==> config.mk <==
export PLATFORM = sky130hd
export DESIGN_NAME = cop_watchdog
export DESIGN_NICKNAME = d
export VERILOG_FILES = /design/src/rtl/cop_pkg.sv /design/src/rtl/cop_ctrl.sv /design/src/rtl/cop_prescaler.sv /design/src/rtl/cop_timeout.sv /design/src/rtl/cop_service.sv /design/src/rtl/cop_reset_gen.sv /design/src/rtl/cop_watchdog.sv
export SDC_FILE = /design/constraint.sdc
export NUM_CORES = 1
export LEC_CHECK = 0
export BUFFER_PORTS_ARGS = -buffer_cell sky130_fd_sc_hd__buf_4
export CORE_ASPECT_RATIO = 0.8
export CORE_MARGIN = 2
export CORE_UTILIZATION = 52
export DETAILED_ROUTE_END_ITERATION = 16
export PLACE_DENSITY = 0.75
export REMOVE_ABC_BUFFERS = 1
export SLEW_MARGIN = 20
export SYNTH_ARGS = -nofsm -noshare
export SYNTH_HDL_FRONTEND = slang
export SYNTH_SLANG_ARGS = --single-unit
export TNS_END_PERCENT = 1
==> constraint.sdc <==
create_clock -name clk -period 2.1 [get_ports clk]
set_input_delay 0.42 -clock clk [delete_from_list [all_inputs] [get_ports clk]]
set_output_delay 0.42 -clock clk [all_outputs]
set_load 0.005 [all_outputs]
==> src/rtl/cop_pkg.sv <==
package cop_pkg;
    localparam int RATE_W   = 3;
    localparam int CTL_W    = 6;
    localparam int SVC_W    = 8;
    localparam int SHIFT_W  = 4;
    localparam int OFF_MAX  = 10;

    localparam logic [SVC_W-1:0] SVC_ARM  = 8'h55;
    localparam logic [SVC_W-1:0] SVC_FIRE = 8'hAA;

    // packed order sets the bit positions of the control word
    typedef struct packed {
        logic              blk_all;
        logic              force_wd;
        logic              cm_en;
        logic [RATE_W-1:0] rate;
    } ctl_t;

    function automatic logic [SHIFT_W-1:0] rate_shift(input logic [RATE_W-1:0] r);
        case (r)
            3'd1:    rate_shift = 4'd0;
            3'd2:    rate_shift = 4'd2;
            3'd3:    rate_shift = 4'd4;
            3'd4:    rate_shift = 4'd6;
            3'd5:    rate_shift = 4'd8;
            3'd6:    rate_shift = 4'd9;
            3'd7:    rate_shift = 4'd10;
            default: rate_shift = 4'd0;
        endcase
    endfunction
endpackage

==> src/rtl/cop_ctrl.sv <==
module cop_ctrl
    import cop_pkg::*;
(
    input  logic             clk,
    input  logic             por_n,
    input  logic             mode_special,
    input  logic             we,
    input  logic [CTL_W-1:0] wdata,
    output ctl_t             ctl,
    output logic             rate_restart
);
    typedef struct packed {
        ctl_t ctl;
        logic locked;
    } st_t;

    st_t st_d, st_q;
    logic rate_ok;

    always_comb begin
        st_d         = st_q;
        rate_ok      = mode_special || !st_q.locked;
        rate_restart = we && rate_ok;
        if (we) begin
            if (mode_special) begin
                st_d.ctl = ctl_t'(wdata);
            end else begin
                if (rate_ok) st_d.ctl.rate = wdata[RATE_W-1:0];
                st_d.locked = 1'b1;
            end
        end
    end

    always_ff @(posedge clk or negedge por_n) begin
        if (!por_n) st_q <= '0;
        else        st_q <= st_d;
    end

    assign ctl = st_q.ctl;

    // once locked, a normal-mode write leaves the rate alone
    a_r7_rate_once: assert property (@(posedge clk) disable iff (!por_n)
        (we && !mode_special && st_q.locked) |=> $stable(st_q.ctl.rate));

    // normal-mode writes never touch the force and disable bits
    a_r8_force_locked: assert property (@(posedge clk) disable iff (!por_n)
        (we && !mode_special) |=> ($stable(st_q.ctl.force_wd) && $stable(st_q.ctl.cm_en)
                                   && $stable(st_q.ctl.blk_all)));
endmodule

==> src/rtl/cop_prescaler.sv <==
module cop_prescaler #(
    parameter int PRE_BITS = 13
) (
    input  logic clk,
    input  logic por_n,
    input  logic enable,
    input  logic clear,
    output logic tick
);
    typedef struct packed {
        logic [PRE_BITS-1:0] cnt;
    } st_t;

    st_t st_d, st_q;

    always_comb begin
        st_d = st_q;
        if (clear || !enable) st_d.cnt = '0;
        else                  st_d.cnt = st_q.cnt + 1'b1;
        tick = enable && (st_q.cnt == '1);
    end

    always_ff @(posedge clk or negedge por_n) begin
        if (!por_n) st_q <= '0;
        else        st_q <= st_d;
    end

    // a clear leaves the first stage at zero on the next cycle
    a_r12_pre_clear: assert property (@(posedge clk) disable iff (!por_n)
        clear |=> (st_q.cnt == '0));
endmodule

==> src/rtl/cop_timeout.sv <==
module cop_timeout
    import cop_pkg::*;
(
    input  logic              clk,
    input  logic              por_n,
    input  logic [RATE_W-1:0] rate,
    input  logic              tick,
    input  logic              restart,
    output logic              expire
);
    localparam int CNT_W = OFF_MAX + 1;

    typedef struct packed {
        logic [CNT_W-1:0] cnt;
    } st_t;

    st_t              st_d, st_q;
    logic [CNT_W-1:0] target;

    always_comb begin
        st_d   = st_q;
        expire = 1'b0;
        target = {{(CNT_W-1){1'b0}}, 1'b1} << rate_shift(rate);
        if (rate == '0 || restart) begin
            st_d.cnt = '0;
        end else if (tick) begin
            if (st_q.cnt == target) begin
                expire   = 1'b1;
                st_d.cnt = '0;
            end else begin
                st_d.cnt = st_q.cnt + 1'b1;
            end
        end
    end

    always_ff @(posedge clk or negedge por_n) begin
        if (!por_n) st_q <= '0;
        else        st_q <= st_d;
    end

    // the tick count never passes the limit of the selected rate
    a_r3_no_overrun: assert property (@(posedge clk) disable iff (!por_n)
        st_q.cnt <= target);

    // with the watchdog off the second stage stays idle
    a_r2_off_idle: assert property (@(posedge clk) disable iff (!por_n)
        (rate == '0) |=> (st_q.cnt == '0));
endmodule

==> src/rtl/cop_service.sv <==
module cop_service
    import cop_pkg::*;
(
    input  logic             clk,
    input  logic             por_n,
    input  logic             enable,
    input  logic             we,
    input  logic [SVC_W-1:0] data,
    output logic             good,
    output logic             bad
);
    typedef struct packed {
        logic armed;
    } st_t;

    st_t st_d, st_q;

    always_comb begin
        st_d = st_q;
        good = 1'b0;
        bad  = 1'b0;
        if (!enable) begin
            st_d.armed = 1'b0;
        end else if (we) begin
            if (data == SVC_ARM) begin
                st_d.armed = 1'b1;
            end else if (data == SVC_FIRE && st_q.armed) begin
                good       = 1'b1;
                st_d.armed = 1'b0;
            end else begin
                bad        = 1'b1;
                st_d.armed = 1'b0;
            end
        end
    end

    always_ff @(posedge clk or negedge por_n) begin
        if (!por_n) st_q <= '0;
        else        st_q <= st_d;
    end

    // a completed sequence always leaves the detector disarmed
    a_r4_disarm: assert property (@(posedge clk) disable iff (!por_n)
        good |=> !st_q.armed);
endmodule

==> src/rtl/cop_reset_gen.sv <==
module cop_reset_gen #(
    parameter int PULSE_CYCLES = 16
) (
    input  logic clk,
    input  logic por_n,
    input  logic wd_evt,
    input  logic cm_evt,
    input  logic block,
    output logic req,
    output logic cause_cm
);
    localparam int PW = $clog2(PULSE_CYCLES + 1);

    typedef struct packed {
        logic [PW-1:0] cnt;
        logic          cause;
    } st_t;

    st_t st_d, st_q;

    always_comb begin
        st_d = st_q;
        if (st_q.cnt != '0) begin
            st_d.cnt = st_q.cnt - 1'b1;
        end else if (!block && (wd_evt || cm_evt)) begin
            st_d.cnt   = PW'(PULSE_CYCLES);
            st_d.cause = !wd_evt;
        end
    end

    always_ff @(posedge clk or negedge por_n) begin
        if (!por_n) st_q <= '0;
        else        st_q <= st_d;
    end

    assign req      = (st_q.cnt != '0);
    assign cause_cm = st_q.cause;

    // with the block bit set, an idle output stays idle
    a_r11_block_quiet: assert property (@(posedge clk) disable iff (!por_n)
        (block && !req) |=> !req);

    // each pulse starts at full length
    a_r6_full_pulse: assert property (@(posedge clk) disable iff (!por_n)
        $rose(req) |-> (st_q.cnt == PW'(PULSE_CYCLES)));

    // simultaneous sources record the watchdog
    a_r13_wd_first: assert property (@(posedge clk) disable iff (!por_n)
        (!req && !block && wd_evt && cm_evt) |=> !cause_cm);
endmodule

==> src/rtl/cop_watchdog.sv <==
module cop_watchdog
    import cop_pkg::*;
#(
    parameter int PRE_BITS     = 13,
    parameter int PULSE_CYCLES = 16
) (
    input  logic             clk,
    input  logic             por_n,
    input  logic             mode_special,
    input  logic             ctl_we,
    input  logic [CTL_W-1:0] ctl_wdata,
    input  logic             svc_we,
    input  logic [SVC_W-1:0] svc_wdata,
    input  logic             clk_slow,
    output logic             rst_req,
    output logic             rst_cause_cm
);
    ctl_t ctl;
    logic rate_restart, wd_on, tick, expire, svc_good, svc_bad;
    logic wd_evt, cm_evt;

    cop_ctrl u_ctrl (
        .clk          (clk),
        .por_n        (por_n),
        .mode_special (mode_special),
        .we           (ctl_we),
        .wdata        (ctl_wdata),
        .ctl          (ctl),
        .rate_restart (rate_restart)
    );

    assign wd_on = (ctl.rate != '0);

    cop_prescaler #(.PRE_BITS(PRE_BITS)) u_pre (
        .clk    (clk),
        .por_n  (por_n),
        .enable (wd_on),
        .clear  (rate_restart),
        .tick   (tick)
    );

    cop_service u_svc (
        .clk    (clk),
        .por_n  (por_n),
        .enable (wd_on),
        .we     (svc_we),
        .data   (svc_wdata),
        .good   (svc_good),
        .bad    (svc_bad)
    );

    cop_timeout u_tmo (
        .clk     (clk),
        .por_n   (por_n),
        .rate    (ctl.rate),
        .tick    (tick),
        .restart (rate_restart || svc_good || svc_bad),
        .expire  (expire)
    );

    assign wd_evt = expire || svc_bad || (ctl.force_wd && wd_on);
    assign cm_evt = ctl.cm_en && clk_slow;

    cop_reset_gen #(.PULSE_CYCLES(PULSE_CYCLES)) u_rst (
        .clk      (clk),
        .por_n    (por_n),
        .wd_evt   (wd_evt),
        .cm_evt   (cm_evt),
        .block    (ctl.blk_all),
        .req      (rst_req),
        .cause_cm (rst_cause_cm)
    );

    // a bad service byte raises the request on the next cycle
    a_r5_bad_service: assert property (@(posedge clk) disable iff (!por_n)
        (svc_bad && !ctl.blk_all && !rst_req) |=> rst_req);

    // slow clock with monitoring enabled gives a clock-monitor cause
    a_r10_cm_cause: assert property (@(posedge clk) disable iff (!por_n)
        (cm_evt && !wd_evt && !ctl.blk_all && !rst_req) |=> (rst_req && rst_cause_cm));
endmodule

==> flow_metrics.py, run 1 <==
metrics = {
    "final_layout": {
        "area_growth_pct": 26.4,
        "drive_gt1_share_pct": 27.5,
        "fin_util_pct": 69.6,
        "fin_nets": 296,
        "antenna_cells": 0,
    },
    "clocking": {
        "path_clk_slew_ps": 80,
        "cts_made_buffers": 5,
        "root_buffer": "clkbuf_8",
        "postCtsSetupRepairBufs": 0,
        "cts-htree-levels": 2,
        "cts_tree": "yes",
        "clock_path_buffers": 2,
        "cts.sinks": 38,
        "insertion_delay_ps": 290,
        "cts_hold_buf": 0,
    },
    "global_route": {
        "grt_pass1_wl_mm": 7.73,
        "antenna_found_initial": 0,
        "grtUsageTotal_pct": 22.6,
        "grt.overflow.total": 0,
        "grt_pass1_vias": 1772,
        "grt_max_degree": 39,
    },
    "synth": {
        "synth-simple-area-share_pct": 25.9,
        "synthAdderAreaFrac_pct": 1.77,
        "syn_avg_cell_area_sq_um": 9.52,
        "synthXorXnorAreaFrac_pct": 4.95,
        "synthFlopType": "dfrtp_1",
        "synth_area_leaders": "dfrtp_1 (45%), nand2_1 (4.1%), nor2_1 (3.4%)",
        "synth_cell_type_count": 46,
        "yosysTopAreaCell": "dfrtp_1",
        "synth.mux.area_fraction_pct": 3.18,
        "async_reset_ff_share_pct": 100,
        "synth-edff-count": 0,
        "synth_common_cells": "dfrtp_1 (38), nand2_1 (23), nor2_1 (19)",
        "synth_compound_area_share_pct": 15.5,
        "syn_area_sq_um": 2120,
        "netlist.area_leader.share_pct": 44.8,
        "syn-instance-count": 223,
        "synth_most_common_cell": "dfrtp_1",
        "synth_warnings": 0,
        "ys_ff_latch": 38,
        "yosysSeqAreaShare_pct": 44.8,
        "synth_top_family_by_area": "simple AND/OR/NAND/NOR gates",
    },
    "critical_path": {
        "critPathKind": "register to register",
        "r2r_start": "u_ctrl.ctl[1]$_DFFE_PN0P_",
        "crit_chain": "or4b_4, a211o_1, a311o_4, o41ai_4, o211ai_1",
        "critPathLaunchType": "register",
        "cp_slowest_stage_delay_ps": 530,
        "endpoint": "u_rst.st_q[1]$_DFFE_PN0P_",
        "reg2reg_depth": 5,
        "cp.required_ps": 2250,
        "r2r-end": "u_rst.st_q[1]$_DFFE_PN0P_",
        "cp_num_cells": 5,
        "crit_start": "u_ctrl.ctl[1]$_DFFE_PN0P_",
        "worst-path-buf-inv": 0,
        "cp_top_family": "compound AO/OA/AOI/OAI gates",
        "arrival_ps": 2340,
        "endpoint_kind": "register",
        "critPathSlowestCell": "or4b_4",
        "worstPathMaxFanout": 4,
        "r2r_slack_ps": -90,
    },
    "routing": {
        "num_vias": 1809,
        "drt_first_iter_violations": 142,
        "ant_nets": 0,
        "wl_per_cell_um": 14.2,
        "firstDrtPassIters": 4,
        "drc": 0,
        "wl_mm": 4.65,
        "routed_via_density": 5.52,
    },
    "placement": {
        "port_buffers": 21,
        "dp_hpwl_mm": 3.31,
        "gp_congestion": 0.835,
    },
    "floorplanning": {
        "ios": 22,
        "start_util_pct": 55.1,
        "rows": 20,
        "die_y_um": 61.1,
        "core_sq_um": 3850,
        "dieArea_sq_um": 4610,
        "die_width_um": 75.4,
    },
    "status": {
        "status": "finished with violations",
        "violations": "setup timing",
    },
    "timing": {
        "finalSetupViolCount": 5,
        "fin_skew_ps": 8.60,
        "period_share_pct": 104,
        "final_hold_viol_count": 0,
        "rsz0062_at_grt": "yes",
        "fin_hold_ws_ps": 81.1,
        "max_slew_margin_pct": 51.0,
        "fmax_ghz": 0.457,
        "drv_slew": 0,
        "fin_ws_ps": -87.5,
        "worst_pin_slew_ps": 734,
        "tns_ps": -220,
        "layout_min_cycle_time_ps": 2190,
    },
    "min_path": {
        "hp-class": "input pin to async pin",
    },
    "power_and_ir_drop": {
        "switching_power_mw": 0.606,
        "ir_worst_vdd_mv": 0.506,
        "power.leakage_nw": 1.18,
        "seqPwrFrac_pct": 44.1,
        "combPwrFrac_pct": 25.9,
        "p_clk_share_pct": 30.0,
        "switching_share_pct": 28.9,
        "p_int_mw": 1.49,
        "powerDensity_nw_per_um2": 782,
    },
    "job": {
        "maxCapViolCount": 0,
    },
}
placed cells by master (no fill, tap or decap), types with 2 or more instances in the layout:
cell type	count
a21oi_1	6
a221o_1	2
a31oi_1	2
and3_1	5
buf_4	49
clkbuf_8	6
dfrtp_1	38
ha_1	2
inv_1	13
mux2_2	6
nand2_1	23
nand3_1	11
nand3b_1	3
nand4_1	5
nand4bb_1	2
nor2_1	19
nor2b_1	3
nor3_1	7
nor4_1	2
nor4bb_1	4
o211ai_1	8
o21ai_0	10
o21ai_1	6
or3_1	5
xnor2_1	5
xor2_1	7
registers in the layout, summed over array words and instances (netlist names):
register and flops:
u_pre.st_q 13, u_tmo.st_q 11, u_ctrl.ctl 6, u_rst.st_q 5, u_ctrl.st_q 1, u_rst.cause_cm 1
u_svc.st_q 1
logic make-up after synthesis:
logic type / Yosys count
buffers and inverters: 20
adder cells (fa/ha/maj): 3
XOR/XNOR: 12
AO/OA/AOI/OAI: 44
flip-flops: 38
multiplexers: 6
AND/OR/NAND/NOR: 100
layout make-up:
type | instances | area (sq um)
fillers | 313 | 1170
multi-input cells | 165 | 1120
flip-flops and latches | 38 | 951
repair buffers | 50 | 379
clock buffers | 6 | 82.6
well taps | 55 | 68.8
inverters | 13 | 48.8
clock inverters | 1 | 30.0
worst min path at each step:
stage	to	slack [ps]	cells past startpoint
6_report	u_tmo.st_q[10]$_DFFE_PN0P_	80	1
5_1_grt	u_tmo.st_q[10]$_DFFE_PN0P_	120	1
4_1_cts	u_tmo.st_q[10]$_DFFE_PN0P_	100	1
3_5_place_dp	u_ctrl.ctl[2]$_DFFE_PN0P_	420	1
3_3_place_gp	u_ctrl.ctl[2]$_DFFE_PN0P_	420	1
2_1_floorplan	u_ctrl.ctl[0]$_DFFE_PN0P_	120	0
metrics by stage:
step | instance area [sq um] | setup slack, ps | instances | total power, mW
2_1_floorplan | 2090 | -13.6 | 216 | 1.23
3_3_place_gp | 2530 | -74.3 | 321 | 1.43
3_5_place_dp | 2530 | -144 | 321 | 1.45
4_1_cts | 2650 | -64.0 | 328 | 2.09
5_1_grt | 2680 | -156 | 328 | 2.22
6_report | 2680 | -87.5 | 328 | 2.10
layer usage:
| metal | global-route usage [%] | wire, um |
|---|---|---|
| met5 | 0 | 0 |
| met4 | 10.0 | 97 |
| met3 | 5.40 | 179 |
| met2 | 33.5 | 2120 |
| met1 | 31.9 | 2250 |
power groups by stage:
stage	clock [mW]	sequential, mW	combinational [mW]
final	0.628	0.926	0.544
after detailed placement	0	0.922	0.527
after CTS	0.639	0.915	0.535
after global routing	0.672	0.941	0.608
after floorplan	0	0.928	0.298
after global placement	0	0.921	0.509
repair_timing:
action                                  in CTS  in global routing
gates resized for setup                      1                  9
pin swaps                                    0                  3
endpoints found under the setup margin       9                 16
Note: power is estimated with default switching activity, not from simulation.
==> inputs of run 2 (changes only) <==
--- a/config.mk
+++ b/config.mk
@@ -6,11 +6,13 @@
 export NUM_CORES = 1
 export LEC_CHECK = 0
 export BUFFER_PORTS_ARGS = -buffer_cell sky130_fd_sc_hd__buf_4
+export CELL_PAD_IN_SITES_DETAIL_PLACEMENT = 1
+export CELL_PAD_IN_SITES_GLOBAL_PLACEMENT = 1
 export CORE_ASPECT_RATIO = 0.8
 export CORE_MARGIN = 2
-export CORE_UTILIZATION = 52
+export CORE_UTILIZATION = 41
 export DETAILED_ROUTE_END_ITERATION = 16
-export PLACE_DENSITY = 0.75
+export PLACE_DENSITY_LB_ADDON = 0.1
 export REMOVE_ABC_BUFFERS = 1
 export SLEW_MARGIN = 20
 export SYNTH_ARGS = -nofsm -noshare
==> run 2 against run 1 <==
Net effect:
- sequential cell count unchanged
- critical path depth unchanged
- sequential share of layout area down 0.23 points
- critical path type unchanged
- the run still ends with setup timing left
- largest power group unchanged
- sequential power up 0.4%
- final area up 0.65%
- largest cell class unchanged
==> flow_metrics.py, run 2 (synthesized netlist as in run 1, its figures left out) <==
metrics = {
    "critical_path": {
        "worstPathMaxFanout": 4,
        "crit_chain": "or4b_1, a211o_1, a311o_4, o41ai_4, o211ai_1",
        "critPathKind": "register to register",
        "critPathLaunchType": "register",
        "cp_num_cells": 5,
        "cp_slowest_stage_delay_ps": 540,
        "reg2reg_depth": 5,
        "cp.required_ps": 2270,
        "crit_start": "u_ctrl.ctl[1]$_DFFE_PN0P_",
        "critPathSlowestCell": "or4b_1",
        "arrival_ps": 2370,
        "cp_top_family": "compound AO/OA/AOI/OAI gates",
        "r2r_start": "u_ctrl.ctl[1]$_DFFE_PN0P_",
        "worst-path-buf-inv": 0,
        "endpoint_kind": "register",
    },
    "placement": {
        "dp_cells": 326,
        "gp_congestion": 0.758,
        "port_buffers": 21,
        "place_area_sq_um": 2530,
        "dp_hpwl_mm": 4.07,
    },
    "final_layout": {
        "design_area_sq_um": 2700,
        "multi_input_area_sq_um": 1120,
        "top_register": "u_pre.st_q",
        "final_cell_mix": "buf_4 (48), dfrtp_1 (38), nand2_1 (23)",
        "fin_nets": 294,
        "largest_reg_flops": 13,
        "final_cells": 334,
        "antenna_cells": 0,
        "final-seq-area_sq_um": 951,
        "final_common_cell": "buf_4",
        "drive_gt1_share_pct": 26.1,
        "area_growth_pct": 27.2,
        "n_fill_cell": 589,
    },
    "global_route": {
        "grtUsageTotal_pct": 20.1,
        "grt_pass1_vias": 1827,
        "grt_max_degree": 39,
        "met3_usage_pct": 3.50,
        "grt-busiest-layer": "met2",
        "use_met2_pct": 32.8,
        "grt.overflow.total": 0,
        "grt_pass1_wl_mm": 8.98,
        "antenna_found_initial": 0,
        "met1_usage_pct": 27.8,
    },
    "clocking": {
        "insertion_delay_ps": 290,
        "cts_tree": "yes",
        "clock_path_buffers": 2,
        "root_buffer": "clkbuf_8",
        "cts-htree-levels": 2,
        "cts_made_buffers": 5,
        "cts.sinks": 38,
        "path_clk_slew_ps": 80,
    },
    "job": {
        "maxCapViolCount": 0,
    },
    "timing": {
        "rsz0062_at_grt": "yes",
        "fmax_ghz": 0.455,
        "fin_skew_ps": 5.97,
        "max_slew_margin_pct": 45.8,
        "layout_min_cycle_time_ps": 2200,
        "drv_slew": 0,
        "worst_pin_slew_ps": 813,
        "final_hold_viol_count": 0,
        "finalSetupViolCount": 7,
        "period_share_pct": 105,
        "fin_ws_ps": -100,
        "tns_ps": -362,
    },
    "routing": {
        "wl_mm": 5.38,
        "ant_nets": 0,
        "routed_via_density": 5.52,
        "wl_per_cell_um": 16.1,
        "drt_first_iter_violations": 75,
        "num_vias": 1843,
        "firstDrtPassIters": 4,
        "drc": 0,
    },
    "floorplanning": {
        "rows": 23,
        "ios": 22,
        "core_sq_um": 5010,
        "die_width_um": 84.4,
        "die_y_um": 68.3,
        "start_util_pct": 42.4,
        "dieArea_sq_um": 5770,
    },
    "power_and_ir_drop": {
        "ir_worst_vdd_mv": 0.444,
        "total_power_mw": 2.27,
        "powerDensity_nw_per_um2": 841,
        "power.leakage_nw": 1.18,
    },
    "status": {
        "status": "finished with violations",
        "violations": "setup timing",
    },
    "min_path": {
        "hp-class": "input pin to async pin",
    },
}
## run 2: final timing paths
path                                                    to  slack, ps
worst max-delay path             u_rst.st_q[1]$_DFFE_PN0P_       -100
worst min-delay path             u_tmo.st_q[7]$_DFFE_PN0P_         90
worst max register to register   u_rst.st_q[1]$_DFFE_PN0P_       -100
worst min register to register  u_ctrl.st_q[0]$_DFFE_PN0P_        500
max in group asynchronous        u_ctrl.ctl[2]$_DFFE_PN0P_       1650
min in group clk                u_ctrl.st_q[0]$_DFFE_PN0P_        340
## run 2: stage by stage
step,util (%),setup WS (ps),hold slack (ps)
2_1_floorplan,-,-13.6,124
3_3_place_gp,50.4,-69.3,423
3_5_place_dp,50.4,-131,426
4_1_cts,53.5,-133,107
5_1_grt,53.9,-207,122
6_report,53.9,-100,90.1
## run 2: cell type report
class,count,share of cell area (%)
clock buffers,6,3.06
clock inverters,2,2.22
inverters,13,1.81
multi-input cells,165,41.5
flip-flops and latches,38,35.2
well taps,62,2.87
repair buffers,48,13.3
## run 2: routing by layer
metal / share of wire (%) / vias up
met2: 44 / 29
met3: 2.7 / 6
met4: 1.1 / 0
met1: 52 / 906
li1: - / 902
met5: 0 / -
## run 2: where the power goes
part           leakage [nW]  internal [mW]  switching [mW]
sequential            0.498          0.833          0.0971
clock                0.0714          0.507           0.272
combinational         0.609          0.286           0.275
## run 2: repair_timing
| action | in CTS | in global routing |
|---|---|---|
| pin swaps | 3 | 6 |
| resized for setup | 2 | 5 |
| setup endpoints to repair | 14 | 14 |
| hold buffers | 0 | 0 |
| setup buffers | 0 | 0 |
